==> src/rtl/smx_pkg.sv <==
package smx_pkg;
  localparam int SMX_GAP_W = 8;

  typedef enum logic [1:0] {
    MODE_DIRECT   = 2'b00,
    MODE_SHARE_P0 = 2'b01,
    MODE_SWAP     = 2'b10,
    MODE_SHARE_P1 = 2'b11
  } smx_mode_e;

  typedef struct packed {
    logic [SMX_GAP_W-1:0] gap;
    logic [2:0]           split;
    logic [1:0]           cs_map;
    logic                 cs_ovr_en;
    smx_mode_e            mode;
  } smx_cfg_t;
endpackage

==> src/rtl/smx_cfg_regs.sv <==
module smx_cfg_regs
  import smx_pkg::*;
(
  input  logic                   clk,
  input  logic                   rst,
  input  logic                   wr_en,
  input  logic [$bits(smx_cfg_t)-1:0] wr_data,
  input  logic                   busy,
  output smx_cfg_t               cfg,
  output logic                   rej
);
  always_ff @(posedge clk) begin
    if (rst) begin
      cfg <= '0;
      rej <= 1'b0;
    end else if (wr_en) begin
      if (busy) begin
        rej <= 1'b1;
      end else begin
        cfg <= smx_cfg_t'(wr_data);
        rej <= 1'b0;
      end
    end
  end

  AST_CFG_FROZEN: assert property (@(posedge clk) disable iff (rst) (wr_en && busy) |=> ($stable(cfg) && rej));
endmodule

==> src/rtl/smx_arbiter.sv <==
module smx_arbiter
  import smx_pkg::*;
(
  input  logic                 clk,
  input  logic                 rst,
  input  logic                 shared,
  input  logic [1:0]           req,
  input  logic [1:0]           cs_n,
  input  logic [SMX_GAP_W-1:0] gap,
  output logic                 own_v,
  output logic                 own_id,
  output logic [1:0]           gnt
);
  logic [SMX_GAP_W-1:0] cnt;
  logic                 last;
  logic                 pick;

  assign pick = (req[0] && req[1]) ? ~last : req[1];

  always_ff @(posedge clk) begin
    if (rst || !shared) begin
      own_v  <= 1'b0;
      own_id <= 1'b0;
      cnt    <= '0;
      last   <= 1'b1;
    end else if (own_v) begin
      if (!req[own_id] && cs_n[own_id]) begin
        own_v <= 1'b0;
        cnt   <= gap;
      end
    end else if (cnt != '0) begin
      cnt <= cnt - 1'b1;
    end else if (|req) begin
      own_v  <= 1'b1;
      own_id <= pick;
      last   <= pick;
    end
  end

  always_comb begin
    if (!shared)    gnt = 2'b11;
    else if (own_v) gnt = own_id ? 2'b10 : 2'b01;
    else            gnt = 2'b00;
  end

  AST_GAP_HOLD: assert property (@(posedge clk) disable iff (rst) (shared && !own_v && cnt != '0) |=> !own_v);
  AST_GRANT_HELD: assert property (@(posedge clk) disable iff (rst) (shared && own_v && req[own_id]) |=> (own_v && own_id == $past(own_id)));
endmodule

==> src/rtl/smx_win_decode.sv <==
module smx_win_decode #(
  parameter int                ADDR_W   = 32,
  parameter int                WIN_BITS = 28,
  parameter logic [ADDR_W-1:0] WIN_BASE = 32'h9000_0000
) (
  input  logic                clk,
  input  logic                rst,
  input  logic                valid,
  input  logic [ADDR_W-1:0]   addr,
  input  logic [2:0]          split,
  output logic                rsp_valid,
  output logic                rsp_err,
  output logic                rsp_ctl,
  output logic [WIN_BITS-1:0] rsp_off
);
  localparam int QB = WIN_BITS - 2;

  logic                in_win, to_c1;
  logic [WIN_BITS-1:0] off_in, base, rebased;
  logic [2:0]          c0_quarters;

  assign in_win      = addr[ADDR_W-1:WIN_BITS] == WIN_BASE[ADDR_W-1:WIN_BITS];
  assign off_in      = addr[WIN_BITS-1:0];
  assign c0_quarters = split[2] ? 3'd0 : (3'd4 - {1'b0, split[1:0]});
  assign to_c1       = {1'b0, off_in[WIN_BITS-1:QB]} >= c0_quarters;
  assign base        = {c0_quarters[1:0], {QB{1'b0}}};
  assign rebased     = off_in - (to_c1 ? base : '0);

  always_ff @(posedge clk) begin
    if (rst) begin
      rsp_valid <= 1'b0;
      rsp_err   <= 1'b0;
      rsp_ctl   <= 1'b0;
      rsp_off   <= '0;
    end else begin
      rsp_valid <= valid;
      rsp_err   <= valid && !in_win;
      rsp_ctl   <= valid && in_win && to_c1;
      rsp_off   <= (valid && in_win) ? rebased : '0;
    end
  end

  AST_REBASE_LOW: assert property (@(posedge clk) disable iff (rst) (rsp_valid && !rsp_err && !rsp_ctl) |-> rsp_off == $past(off_in));
endmodule

==> src/rtl/sermem_port_mux.sv <==
module sermem_port_mux
  import smx_pkg::*;
#(
  parameter int                DQ_W     = 8,
  parameter int                ADDR_W   = 32,
  parameter int                WIN_BITS = 28,
  parameter logic [ADDR_W-1:0] WIN_BASE = 32'h9000_0000
) (
  input  logic                       clk,
  input  logic                       rst,
  input  logic                       cfg_we,
  input  logic [15:0]                cfg_wdata,
  output logic [15:0]                cfg_rdata,
  output logic                       cfg_rej,
  input  logic [1:0]                 c_req,
  output logic [1:0]                 c_gnt,
  input  logic [1:0]                 c_sck,
  input  logic [1:0]                 c_cs_n,
  input  logic [1:0][DQ_W-1:0]       c_dq_o,
  input  logic [1:0]                 c_dq_oe,
  output logic [1:0][DQ_W-1:0]       c_dq_i,
  output logic [1:0]                 c_dqs,
  output logic [1:0]                 p_sck,
  output logic [1:0][1:0]            p_ncs_n,
  output logic [1:0][DQ_W-1:0]       p_dq_o,
  output logic [1:0]                 p_dq_oe,
  input  logic [1:0][DQ_W-1:0]       p_dq_i,
  input  logic [1:0]                 p_dqs,
  input  logic                       mm_valid,
  input  logic [ADDR_W-1:0]          mm_addr,
  output logic                       mm_rsp_valid,
  output logic                       mm_rsp_err,
  output logic                       mm_rsp_ctl,
  output logic [WIN_BITS-1:0]        mm_rsp_off
);
  localparam int NCH = 2;

  smx_cfg_t cfg;
  logic     busy, shared, own_v, own_id;
  logic [NCH-1:0] port_of, line_of, drv;

  assign busy      = (|(~c_cs_n)) || (|c_req);
  assign shared    = cfg.mode[0];
  assign cfg_rdata = cfg;

  smx_cfg_regs u_cfg (
    .clk(clk), .rst(rst), .wr_en(cfg_we), .wr_data(cfg_wdata),
    .busy(busy), .cfg(cfg), .rej(cfg_rej)
  );

  smx_arbiter u_arb (
    .clk(clk), .rst(rst), .shared(shared), .req(c_req), .cs_n(c_cs_n),
    .gap(cfg.gap), .own_v(own_v), .own_id(own_id), .gnt(c_gnt)
  );

  smx_win_decode #(.ADDR_W(ADDR_W), .WIN_BITS(WIN_BITS), .WIN_BASE(WIN_BASE)) u_win (
    .clk(clk), .rst(rst), .valid(mm_valid), .addr(mm_addr), .split(cfg.split),
    .rsp_valid(mm_rsp_valid), .rsp_err(mm_rsp_err), .rsp_ctl(mm_rsp_ctl), .rsp_off(mm_rsp_off)
  );

  // Per-controller routing decisions
  always_comb begin
    for (int i = 0; i < NCH; i++) begin
      port_of[i] = shared ? cfg.mode[1] : (1'(i) ^ cfg.mode[1]);
      line_of[i] = cfg.cs_ovr_en ? cfg.cs_map[i] : 1'(i);
      drv[i]     = !shared || (own_v && (own_id == 1'(i)));
    end
  end

  // Next port values, then registered per port
  logic [NCH-1:0]            nx_sck, nx_oe;
  logic [NCH-1:0][1:0]       nx_ncs;
  logic [NCH-1:0][DQ_W-1:0]  nx_dq;

  always_comb begin
    nx_sck = '0;
    nx_oe  = '0;
    nx_ncs = '1;
    nx_dq  = '0;
    for (int p = 0; p < NCH; p++) begin
      for (int i = 0; i < NCH; i++) begin
        if (port_of[i] == 1'(p)) begin
          nx_ncs[p][line_of[i]] = nx_ncs[p][line_of[i]] & c_cs_n[i];
          if (drv[i]) begin
            nx_sck[p] = c_sck[i];
            nx_oe[p]  = c_dq_oe[i];
            nx_dq[p]  = c_dq_o[i];
          end
        end
      end
    end
  end

  for (genvar p = 0; p < NCH; p++) begin : g_port
    always_ff @(posedge clk) begin
      if (rst) begin
        p_sck[p]   <= 1'b0;
        p_ncs_n[p] <= 2'b11;
        p_dq_o[p]  <= '0;
        p_dq_oe[p] <= 1'b0;
      end else begin
        p_sck[p]   <= nx_sck[p];
        p_ncs_n[p] <= nx_ncs[p];
        p_dq_o[p]  <= nx_dq[p];
        p_dq_oe[p] <= nx_oe[p];
      end
    end
  end

  // Return path toward the controllers
  always_comb begin
    for (int i = 0; i < NCH; i++) begin
      c_dq_i[i] = drv[i] ? p_dq_i[port_of[i]] : '0;
      c_dqs[i]  = drv[i] & p_dqs[port_of[i]];
    end
  end

  AST_IDLE_PORT: assert property (@(posedge clk) disable iff (rst) ($past(cfg.mode) == MODE_SHARE_P0) |-> (!p_sck[1] && !p_dq_oe[1] && p_ncs_n[1] == 2'b11));
  AST_DIRECT_PATH: assert property (@(posedge clk) disable iff (rst) ($past(cfg.mode) == MODE_DIRECT) |-> (p_sck[0] == $past(c_sck[0]) && p_dq_o[0] == $past(c_dq_o[0])));
endmodule

==> config.mk <==
export PLATFORM = sky130hd
export DESIGN_NAME = sermem_port_mux
export DESIGN_NICKNAME = d
export VERILOG_FILES = /design/src/rtl/smx_pkg.sv /design/src/rtl/smx_cfg_regs.sv /design/src/rtl/smx_arbiter.sv /design/src/rtl/smx_win_decode.sv /design/src/rtl/sermem_port_mux.sv
export SDC_FILE = /design/constraint.sdc
export NUM_CORES = 1
export LEC_CHECK = 0
export ABC_AREA = 1
export BUFFER_PORTS_ARGS = -buffer_cell sky130_fd_sc_hd__buf_2
export CORE_AREA = 2 2 104 106
export DETAILED_ROUTE_END_ITERATION = 7
export DIE_AREA = 0 0 106 108
export PLACE_DENSITY_LB_ADDON = 0.1
export SYNTH_ARGS = -nofsm -noshare
export SYNTH_HDL_FRONTEND = slang
export SYNTH_SLANG_ARGS = --single-unit
==> constraint.sdc <==
create_clock -name clk -period 2.9 [get_ports clk]
set_clock_uncertainty 0.05 [all_clocks]
set_input_delay 0.58 -clock clk [delete_from_list [all_inputs] [get_ports clk]]
set_output_delay 0.58 -clock clk [all_outputs]
set_load 0.005 [all_outputs]
==> results by group, run 1 <==
Yosys
  • Top cells by area, synth: dfxtp_1 47%, nand2_1 12%, inv_1 9.3%
  • Netlist cell types: 23
  • #FFs+latches synth: 83
  • Area leader, netlist: dfxtp_1
  • Post-synth top flop: dfxtp_1
  • Seq/Total Area, Yosys: 0.468
  • Synth top cells by count: 113 x nand2_1, 88 x inv_1, 83 x dfxtp_1, 81 x nor2_1, 41 x o21ai_0
  • Synth top area share: 0.468
  • Ys async rst share: 0
  • Cell with the most instances after synthesis: nand2_1
  • Syn. warnings: 0
  • Post-synth EDFFs: 0
  • Synthesized area: 0.00355 mm²
  • Synthesized area per cell: 6.88 µm²
  • Syn Inst Count: 516
  • Mapped Nets: 616

Power and ir drop
  • Leakage: 2.64 nW
  • Highest ir drop seen on vdd: 0.288 mV
  • Design Power: 2.29 mW
  • P_sw: 0.591 mW
  • Clock group share of total power: 0.369
  • Int Power: 1.70 mW
  • Combinational Power Share: 0.114
  • Power density cells: 476 mW/mm²
  • Seq pwr share: 0.516
  • Sw frac: 0.258

Global route
  • Initial antenna violation count: 1
  • Gr ovfl total: 0
  • First-pass GRT wire length: 16000 µm
  • GRT Total Usage: 0.175
  • Largest net degree at the start of global routing: 33
  • Vias in the first global route: 3479

Clock network
  • Root Driver: clkbuf_8
  • Worst skew pair latency: 0.35 ns
  • CTS Sinks: 83
  • CTS tree: built
  • Setup Buffers After CTS: 0
  • Worst-case clock buffer depth: 2
  • CTS H-tree lvls: 3
  • CTS buffer count: 9
  • Clk slew on worst S/H paths: 0.09 ns
  • CTS Hold Bufs: 0
  • Cts repair resizes: 0

Critical path
  • Crit-path cells: nand2_1, inv_1, nor2_2, nor2_4, nand2_1, o21ai_1, buf_2
  • Crit path max fanout: 18
  • CP Capture Type: output port
  • Flop-to-flop setup slack: 0.56 ns
  • CP Data Required Time: 2.27 ns
  • Max stage delay on crit path: 0.62 ns
  • Critical path startpoint category: flip-flop
  • Slowest-stage cell, CP: dfxtp_1
  • Crit path kind: flip-flop to output port
  • CP delay by family, top: simple AND/OR/NAND/NOR gates
  • Critical Path Most Common Cell: nand2_1
  • Bufs and invs on worst path: 2
  • Worst Path Arrival: 1.96 ns

Drt
  • Via Count: 3749
  • Vias/cell: 4.46
  • Per-cell routed wire length: 12.2 µm
  • Routed WL: 10300 µm
  • Initial DRC count: 220
  • Detailed Routing Iterations Pass 1: 4
  • DR DRC count: 0
  • Routed Antenna Nets: 0

Timing
  • Total negative slack: 0 ns
  • Fmax: 386 MHz
  • Final setup vio count: 0
  • Final worst path period share: 0.894
  • Final hold vios: 0
  • RSZ-0062 raised after global routing: no
  • Relative slew slack: 0.641
  • Slew @ Worst Pin: 0.537 ns
  • Slew Limit Fails: 0
  • Final min period: 2.59 ns

Layout
  • Area of the multi-input gates: 0.00146 mm²
  • Layout cell share with drive strength beyond 1: 0.304
  • Sequential Area: 0.00166 mm²
  • Layout Nets: 799
  • P&R area growth vs syn: 35.4%
  • Fillers: 1069

Place
  • Port buffer count: 185
  • Final HPWL DP: 7870 µm
  • Final Wtd Congestion: 0.845

Floorplan
  • Core box area: 0.0102 mm²
  • Starting Density: 0.347
  • Die Width: 106 µm
  • I/O pin cnt: 186
  • Row count: 37
  • Die height: 108 µm
  • Die area: 0.0114 mm²

Hold path
  • Worst Hold Class: input port to flip-flop

Job
  • Max-Cap Viols: 0

Run status
  • Status: completed
-- per-stage QoR --
step	worst slack, ns	hold WS, ns	utilization	cell area (µm²)	cells
2_1_floorplan	0.821	0.379	-	3550	516
3_3_place_gp	0.707	0.395	0.450	4600	824
3_5_place_dp	0.598	0.405	0.450	4600	824
4_1_cts	0.288	0.357	0.469	4800	840
5_1_grt	0.0728	0.361	0.469	4800	840
6_report	0.308	0.381	0.470	4810	841
-- registers in the layout (all words and copies together), names as in the netlist, 2 cells and up --
| signal | count |
|---|---|
| p_dq_o | 16 |
| p_dq_oe | 2 |
| p_ncs_n | 4 |
| p_sck | 2 |
| u_arb.cnt | 8 |
| u_cfg.cfg | 16 |
| u_win.rsp_off | 28 |
-- placed cells by master (no fill, tap or decap), types with 4 or more instances in the layout --
cell type    n
inv_2        4
nand3_1     23
nand2_1    113
clkbuf_8     9
o21ai_1      9
buf_4        4
dfxtp_1     83
buf_2      185
a21oi_1     37
inv_1       88
ha_1         6
nor2_1      81
o21ai_0     41
-- final cells by class --
type,count,area share
antenna,1,0.000521
timing repair buffer,189,0.199
sequential,83,0.346
tap,136,0.0354
multi-input combinational,322,0.305
inverter,94,0.0734
clock inverter,7,0.0156
clock buffer,9,0.0258
-- routing by layer --
metal	GRT usage	up-vias	part of all wire
met2	0.290	149	0.46
li1	-	1944	-
met5	0	-	0
met3	0.0699	13	0.099
met1	0.209	1643	0.42
met4	0.0583	0	0.016
-- path summary, 6_finish.rpt --
check,from,to,cells past startpoint
worst max-delay path,u_arb.own_v,c_dq_i[14],7
worst min-delay path,mm_addr[11],u_win.rsp_off[11],3
worst max register to register,u_cfg.cfg[5],u_win.rsp_off[27],13
worst min register to register,u_arb.last,u_arb.last,2
-- worst register-to-register path: cells and delay by family, from the launching register on --
| kind | cells | cell delay, ns |
|---|---|---|
| AOI/OAI and AO/OA | 3 | 0.38 |
| buffers and inverters | 1 | 0.08 |
| adders and majority gates | 3 | 0.75 |
| and+or+nand+nor | 5 | 0.50 |
| DFF | 1 | 0.34 |
| xor gates and xnor gates | 1 | 0.20 |
-- cells by family after synthesis --
| group | synth area share |
|---|---|
| adders and majority gates | 0.0212 |
| and+or+nand+nor | 0.255 |
| DFF | 0.468 |
| xor gates and xnor gates | 0.00705 |
| AOI/OAI and AO/OA | 0.130 |
| buffers and inverters | 0.119 |
-- power groups by stage --
stage / sequential, mW / clock [mW] / combinational, mW
floorplan: 1.21 / 0 / 0.115
global placement: 1.21 / 0 / 0.260
detailed placement: 1.21 / 0 / 0.263
CTS: 1.18 / 0.883 / 0.264
global route: 1.19 / 0.929 / 0.298
finish: 1.18 / 0.845 / 0.261
No activity file was read; power rests on OpenSTA's default activity.
==> inputs of run 2 (changes only) <==
CORE_AREA = 2 2 109 111   (was 2 2 104 106)
DIE_AREA = 0 0 111 113   (was 0 0 106 108)
SYNTH_HIERARCHICAL = 1   (was not set)
TNS_END_PERCENT = 30   (was not set)
==> results by group, run 2 <==
Run status
  • Status: completed (unchanged)

Floorplan
  • Die height: 113 µm (was 108 µm)
  • Starting Density: 0.349 (was 0.347)
  • Row count: 39 (was 37)
  • Die Width: 111 µm (was 106 µm)
  • Die area: 0.0125 mm² (was 0.0114 mm²)
  • Core box area: 0.0113 mm² (was 0.0102 mm²)
  • I/O pin cnt: 186 (unchanged)

Critical path
  • Crit path max fanout: 21 (was 18)
  • Slowest-stage cell, CP: dfxtp_1 (unchanged)
  • R2R Path Start: u_cfg/cfg[5] (was u_cfg.cfg[5])
  • CP Data Required Time: 2.27 ns (about the same)
  • CP Capture Type: output port (unchanged)
  • Crit-path cells: buf_4, nand2_1, nand2_1, buf_4, clkinv_1, a211oi_1, buf_2 (was nand2_1, inv_1, nor2_2, nor2_4, nand2_1, o21ai_1, buf_2)
  • Flop-to-flop setup slack: 0.59 ns (was 0.56 ns)
  • Worst Path Arrival: 1.88 ns (was 1.96 ns)
  • R2R depth: 16 (was 13)
  • Bufs and invs on worst path: 4 (was 2)
  • Max stage delay on crit path: 0.30 ns (was 0.62 ns)
  • FF-to-FF End: u_win/rsp_off[27] (was u_win.rsp_off[27])
  • CP delay by family, top: buffers and inverters (was simple AND/OR/NAND/NOR gates)
  • Crit path kind: flip-flop to output port (unchanged)
  • CP Depth: 7 (unchanged)
  • Critical path startpoint category: flip-flop (unchanged)

Global route
  • Vias in the first global route: 3602 (was 3479)
  • GRT Total Usage: 0.167 (was 0.175)
  • First-pass GRT wire length: 17100 µm (was 16000 µm)
  • Largest net degree at the start of global routing: 27 (was 33)
  • Initial antenna violation count: 0 (was 1)
  • Gr ovfl total: 0 (unchanged)

Yosys
  • Synth Area in Simple Gates: 0.328 (was 0.255)
  • Syn Inst Count: 537 (was 516)
  • Ys async rst share: 0 (unchanged)
  • Mapped Nets: 637 (was 616)
  • Post-synth EDFFs: 0 (unchanged)
  • Seq/Total Area, Yosys: 0.423 (was 0.468)
  • Post-Synth XOR/XNOR Area: 0.00223 (was 0.00705)
  • Largest family of logic cells by synthesized area: simple AND/OR/NAND/NOR gates (unchanged)
  • #FFs+latches synth: 83 (unchanged)
  • Synthesized area: 0.00393 mm² (was 0.00355 mm²)
  • Synth top cells by count: 85 x inv_1, 83 x dfxtp_1, 80 x nand2_1, 77 x nor2_1, 66 x nand3_1 (was 113 x nand2_1, 88 x inv_1, 83 x dfxtp_1, 81 x nor2_1, 41 x o21ai_0)
  • Post-synth top flop: dfxtp_1 (unchanged)
  • Multiplexer share of the synthesized area: 0.00255 (was 0)
  • Netlist cell types: 32 (was 23)
  • Syn. warnings: 6 (was 0)
  • Post-synthesis adder-cell area fraction: 0.0191 (was 0.0212)
  • Synthesized area per cell: 7.32 µm² (was 6.88 µm²)
  • Area leader, netlist: dfxtp_1 (unchanged)
  • Top cells by area, synth: dfxtp_1 42%, nand3_1 8.4%, inv_1 8.1% (was dfxtp_1 47%, nand2_1 12%, inv_1 9.3%)
  • Synth top area share: 0.423 (was 0.468)
  • Cell with the most instances after synthesis: inv_1 (was nand2_1)
  • Post-synthesis compound-gate area fraction: 0.0904 (was 0.130)

Drt
  • DR DRC count: 0 (unchanged)
  • Routed WL: 10600 µm (was 10300 µm)
  • Met1 wire length: 4810 µm (was 4330 µm)
  • Routed wl met3: 786 µm (was 1010 µm)
  • Detailed Routing Iterations Pass 1: 4 (unchanged)
  • Met2 wire len: 4870 µm (was 4750 µm)
  • Top routing layer in use: met4 (unchanged)
  • Via Count: 3924 (was 3749)
  • Vias/cell: 4.54 (was 4.46)
  • Routed Antenna Nets: 0 (unchanged)
  • Initial DRC count: 137 (was 220)
  • Per-cell routed wire length: 12.3 µm (was 12.2 µm)

Place
  • Final Wtd Congestion: 0.804 (was 0.845)
  • Port buffer count: 185 (unchanged)
  • Post-Place Cell Area: 0.00490 mm² (was 0.00460 mm²)
  • Final HPWL DP: 8040 µm (was 7870 µm)

Clock network
  • Clk slew on worst S/H paths: 0.06 ns (was 0.09 ns)
  • CTS Hold Bufs: 0 (unchanged)
  • CTS buffer count: 9 (unchanged)
  • CTS tree: built (unchanged)
  • Worst skew pair latency: 0.33 ns (was 0.35 ns)
  • Cts repair resizes: 0 (unchanged)
  • Root Driver: clkbuf_16 (was clkbuf_8)
  • CTS H-tree lvls: 3 (unchanged)
  • Setup Buffers After CTS: 0 (unchanged)
  • Worst-case clock buffer depth: 2 (unchanged)
  • CTS Sinks: 83 (unchanged)

Timing
  • Fmax: 398 MHz (was 386 MHz)
  • Total negative slack: 0 ns (unchanged)
  • Relative slew slack: 0.644 (was 0.641)
  • RSZ-0062 raised after global routing: no (unchanged)
  • Slew Limit Fails: 0 (unchanged)
  • Final setup vio count: 0 (unchanged)
  • Final worst path period share: 0.866 (was 0.894)
  • Slew @ Worst Pin: 0.532 ns (was 0.537 ns)
  • Final min period: 2.51 ns (was 2.59 ns)
  • Final hold vios: 0 (unchanged)
  • Hold slack: 0.404 ns (was 0.381 ns)

Hold path
  • Hold Path Origin: mm_addr[2] (was mm_addr[11])
  • Worst Hold Class: input port to flip-flop (unchanged)
  • Hold-critical path depth: 3 (unchanged)
  • Hold endpoint: u_win/rsp_off[2] (was u_win.rsp_off[11])

Job
  • Max-Cap Viols: 0 (unchanged)

Layout
  • Top Registers: u_win/rsp_off (28), p_dq_o (16), u_cfg/cfg (16) (was u_win.rsp_off (28), p_dq_o (16), u_cfg.cfg (16))
  • Fin util: 0.463 (was 0.470)
  • Most frequent cells in the layout: 185 x buf_2, 85 x inv_1, 83 x dfxtp_1 (was 185 x buf_2, 113 x nand2_1, 88 x inv_1)
  • Max FFs per register: 28 (unchanged)
  • Commonest non-fill, non-tap cell in the layout: buf_2 (unchanged)
  • Layout Nets: 817 (was 799)
  • Area of the multi-input gates: 0.00174 mm² (was 0.00146 mm²)
  • Top reg by flops: u_win/rsp_off (was u_win.rsp_off)
  • Design area: 0.00522 mm² (was 0.00481 mm²)
  • Layout cell share with drive strength beyond 1: 0.348 (was 0.304)
  • Sequential Area: 0.00166 mm² (unchanged)
  • Antenna Cells: 0 (was 1)
  • P&R area growth vs syn: 32.9% (was 35.4%)
  • Fillers: 1153 (was 1069)

Power and ir drop
  • Clock group share of total power: 0.454 (was 0.369)
  • Highest ir drop seen on vdd: 0.341 mV (was 0.288 mV)
  • Seq pwr share: 0.443 (was 0.516)
  • Combinational Power Share: 0.103 (was 0.114)
  • Power density cells: 512 mW/mm² (was 476 mW/mm²)
  • Int Power: 2.05 mW (was 1.70 mW)
  • Leakage: 2.79 nW (was 2.64 nW)
  • P_sw: 0.624 mW (was 0.591 mW)
  • Sw frac: 0.234 (was 0.258)
run 2: cell types whose count changed in the layout (fill, tap and decap cells not counted), moves of 7 or more:
| cell | delta |
|---|---|
| nand2_1 | -33 |
| nor2_4 | +13 |
| nand2_2 | +7 |
| o21ai_0 | -22 |
| clkbuf_8 | -9 |
| clkbuf_16 | +9 |
| a211oi_1 | +9 |
| a21oi_1 | -10 |
| nand3_1 | +43 |
run 2: power by group through the flow:
stage	clock (mW)	combinational [mW]	sequential, mW
final	1.21	0.276	1.18
after global routing	1.30	0.311	1.19
after CTS	1.25	0.279	1.18
after detailed placement	0	0.278	1.21
after global placement	0	0.276	1.21
after floorplan	0	0.134	1.21
run 2: worst max-delay path by stage:
stage / start / end / slack, ns
floorplan: u_cfg/cfg[5] / u_win/rsp_off[27] / 0.81
global placement: u_cfg/cfg[5] / u_win/rsp_off[27] / 0.75
detailed placement: u_cfg/cfg[5] / u_win/rsp_off[27] / 0.58
CTS: u_arb/own_v / c_dq_i[1] / 0.34
global route: u_arb/own_v / c_dq_i[1] / 0.23
finish: u_arb/own_v / c_dq_i[1] / 0.39
run 2: tightest hold or removal path: stages:
cell    delay [ns]
buf_2         0.10
inv_1         0.04
nor2_1        0.03
run 2: cell type report:
cell class / instances / share of cell area
Clock buffer: 9 / 0.0431
Inverter: 94 / 0.0680
Timing Repair Buffer: 191 / 0.186
Sequential cell: 83 / 0.318
Clock inverter: 7 / 0.0177
Tap cell: 143 / 0.0343
Multi-Input combinational cell: 338 / 0.333
run 2: metrics by stage:
| stage | setup WS (ns) | power [mW] | instances |
|---|---|---|---|
| finish | 0.387 | 2.67 | 865 |
| global route | 0.232 | 2.79 | 865 |
| CTS | 0.344 | 2.72 | 865 |
| detailed placement | 0.581 | 1.49 | 849 |
| global placement | 0.745 | 1.48 | 849 |
| floorplan | 0.813 | 1.34 | 537 |
run 2: cells by family after synthesis:
kind of cell,Yosys count
multiplexers,1
buffers and inverters,116
AO/OA/AOI/OAI,64
adder cells (fa/ha/maj),6
flip-flops,83
XOR/XNOR,1
AND/OR/NAND/NOR,266
run 2: per-layer routing:
layer	up-vias	track usage
met5	-	0
met4	0	0.0625
met3	14	0.0370
met2	160	0.278
met1	1722	0.215
li1	2028	-
==> inputs of run 3 (changes only) <==
CTS_BUF_LIST = sky130_fd_sc_hd__clkbuf_4   (was not set)
==> results by group, run 3 (same netlist as run 2, synthesis figures left out) <==
Timing
  • Final hold vios: 0 (unchanged)
  • Relative slew slack: 0.635 (was 0.644)
  • Slew Limit Fails: 0 (unchanged)
  • Final min period: 2.63 ns (was 2.51 ns)
  • Final setup vio count: 0 (unchanged)
  • Slew @ Worst Pin: 0.545 ns (was 0.532 ns)
  • Final worst path period share: 0.907 (was 0.866)
  • Setup ws final: 0.269 ns (was 0.387 ns)
  • Total negative slack: 0 ns (unchanged)
  • Fmax: 380 MHz (was 398 MHz)
  • RSZ-0062 raised after global routing: no (unchanged)

Hold path
  • Hold Path Origin: mm_addr[22] (was mm_addr[2])
  • Worst Hold Class: input port to flip-flop (unchanged)

Clock network
  • CTS buffer count: 9 (unchanged)
  • Clk slew on worst S/H paths: 0.13 ns (was 0.06 ns)
  • CTS tree: built (unchanged)
  • CTS Hold Bufs: 0 (unchanged)
  • CTS H-tree lvls: 3 (unchanged)
  • Worst skew pair latency: 0.44 ns (was 0.33 ns)
  • CTS Sinks: 83 (unchanged)
  • Cts repair resizes: 0 (unchanged)
  • Root Driver: clkbuf_4 (was clkbuf_16)
  • Setup Buffers After CTS: 0 (unchanged)
  • Worst-case clock buffer depth: 2 (unchanged)

Place
  • Final Wtd Congestion: 0.804 (unchanged)
  • Post-Place Cell Area: 0.00490 mm² (unchanged)
  • Port buffer count: 185 (unchanged)
  • Final HPWL DP: 8040 µm (unchanged)
  • Worst Setup Slack post-DPL: 0.581 ns (unchanged)
  • Post-placement cell count: 849 (unchanged)

Floorplan
  • Die height: 113 µm (unchanged)
  • Row count: 39 (unchanged)
  • Core box area: 0.0113 mm² (unchanged)
  • Die area: 0.0125 mm² (unchanged)
  • I/O pin cnt: 186 (unchanged)
  • Die Width: 111 µm (unchanged)
  • Starting Density: 0.349 (unchanged)

Global route
  • Gr ovfl total: 0 (unchanged)
  • Vias in the first global route: 3582 (was 3602)
  • Initial antenna violation count: 0 (unchanged)
  • Largest net degree at the start of global routing: 27 (unchanged)
  • GRT Total Usage: 0.166 (was 0.167)
  • First-pass GRT wire length: 17000 µm (was 17100 µm)

Critical path
  • Worst Path Arrival: 2.00 ns (was 1.88 ns)
  • Crit-path cells: buf_4, nand2_1, nand2_1, buf_4, clkinv_1, a211oi_1, buf_2 (unchanged)
  • Slowest-stage cell, CP: dfxtp_1 (unchanged)
  • CP Data Required Time: 2.27 ns (about the same)
  • Setup crit start: u_arb/own_v (unchanged)
  • Bufs and invs on worst path: 4 (unchanged)
  • CP delay by family, top: buffers and inverters (unchanged)
  • Critical path startpoint category: flip-flop (unchanged)
  • Crit path max fanout: 21 (unchanged)
  • Crit path kind: flip-flop to output port (unchanged)
  • R2R Path Start: u_cfg/cfg[5] (unchanged)
  • CP Capture Type: output port (unchanged)
  • Max stage delay on crit path: 0.33 ns (was 0.30 ns)

Layout
  • Commonest non-fill, non-tap cell in the layout: buf_2 (unchanged)
  • Fin util: 0.449 (was 0.463)
  • Max FFs per register: 28 (unchanged)
  • Most frequent cells in the layout: 185 x buf_2, 85 x inv_1, 83 x dfxtp_1 (unchanged)
  • Antenna Cells: 0 (unchanged)
  • Top reg by flops: u_win/rsp_off (unchanged)
  • Design area: 0.00506 mm² (was 0.00522 mm²)
  • Layout cell share with drive strength beyond 1: 0.348 (unchanged)
  • Fin cells: 865 (unchanged)
  • Layout Nets: 817 (unchanged)
  • P&R area growth vs syn: 28.9% (was 32.9%)
  • Top Registers: u_win/rsp_off (28), p_dq_o (16), u_cfg/cfg (16) (unchanged)

Drt
  • Routed Antenna Nets: 0 (unchanged)
  • Vias/cell: 4.50 (was 4.54)
  • Routed WL: 10600 µm (about the same)
  • Detailed Routing Iterations Pass 1: 4 (unchanged)
  • Initial DRC count: 214 (was 137)
  • Via Count: 3895 (was 3924)
  • DR DRC count: 0 (unchanged)
  • Per-cell routed wire length: 12.3 µm (about the same)

Job
  • Max-Cap Viols: 0 (unchanged)

Power and ir drop
  • Highest ir drop seen on vdd: 0.265 mV (was 0.341 mV)
  • Leakage: 2.72 nW (was 2.79 nW)
  • Power density cells: 437 mW/mm² (was 512 mW/mm²)

Run status
  • Status: completed (unchanged)
[run 3: worst min-delay path, stage by stage]
cell    delay (ns)
buf_2         0.09
inv_1         0.04
nor2_1        0.03
[run 3: final timing paths]
kind                            end  slack, ns  cells after the start
setup reg to reg  u_win/rsp_off[27]       0.57                     16
hold / removal    u_win/rsp_off[22]       0.28                      3
hold reg to reg          u_arb/last       0.44                      2
setup / recovery          c_dq_i[1]       0.27                      7
[run 3: stage by stage]
stage / hold slack, ns / power [mW]
after CTS: 0.244 / 2.25
after floorplan: 0.379 / 1.34
after global placement: 0.403 / 1.48
final: 0.280 / 2.22
after global routing: 0.248 / 2.33
after detailed placement: 0.413 / 1.49
[run 3: cell type report]
type / count / area, µm²
Clock buffer: 9 / 67.6
Clock inverter: 7 / 92.6
Fill cell: 1171 / 6210
Inverter: 94 / 355
Multi-Input combinational cell: 338 / 1740
Sequential cell: 83 / 1660
Tap cell: 143 / 179
Timing Repair Buffer: 191 / 971
[run 3: routing by layer]
layer,track usage,wire (µm),up-vias
met5,0,0,-
met4,0.0575,134,0
met3,0.0354,759,10
met2,0.276,4910,150
met1,0.214,4800,1709
li1,-,-,2026
[run 3: power by group]
part | internal [mW] | total [mW] | switching, mW
registers | 1.17 | 1.18 | 0.0121
logic | 0.125 | 0.276 | 0.151
clock network | 0.348 | 0.757 | 0.409
total | 1.64 | 2.22 | 0.572
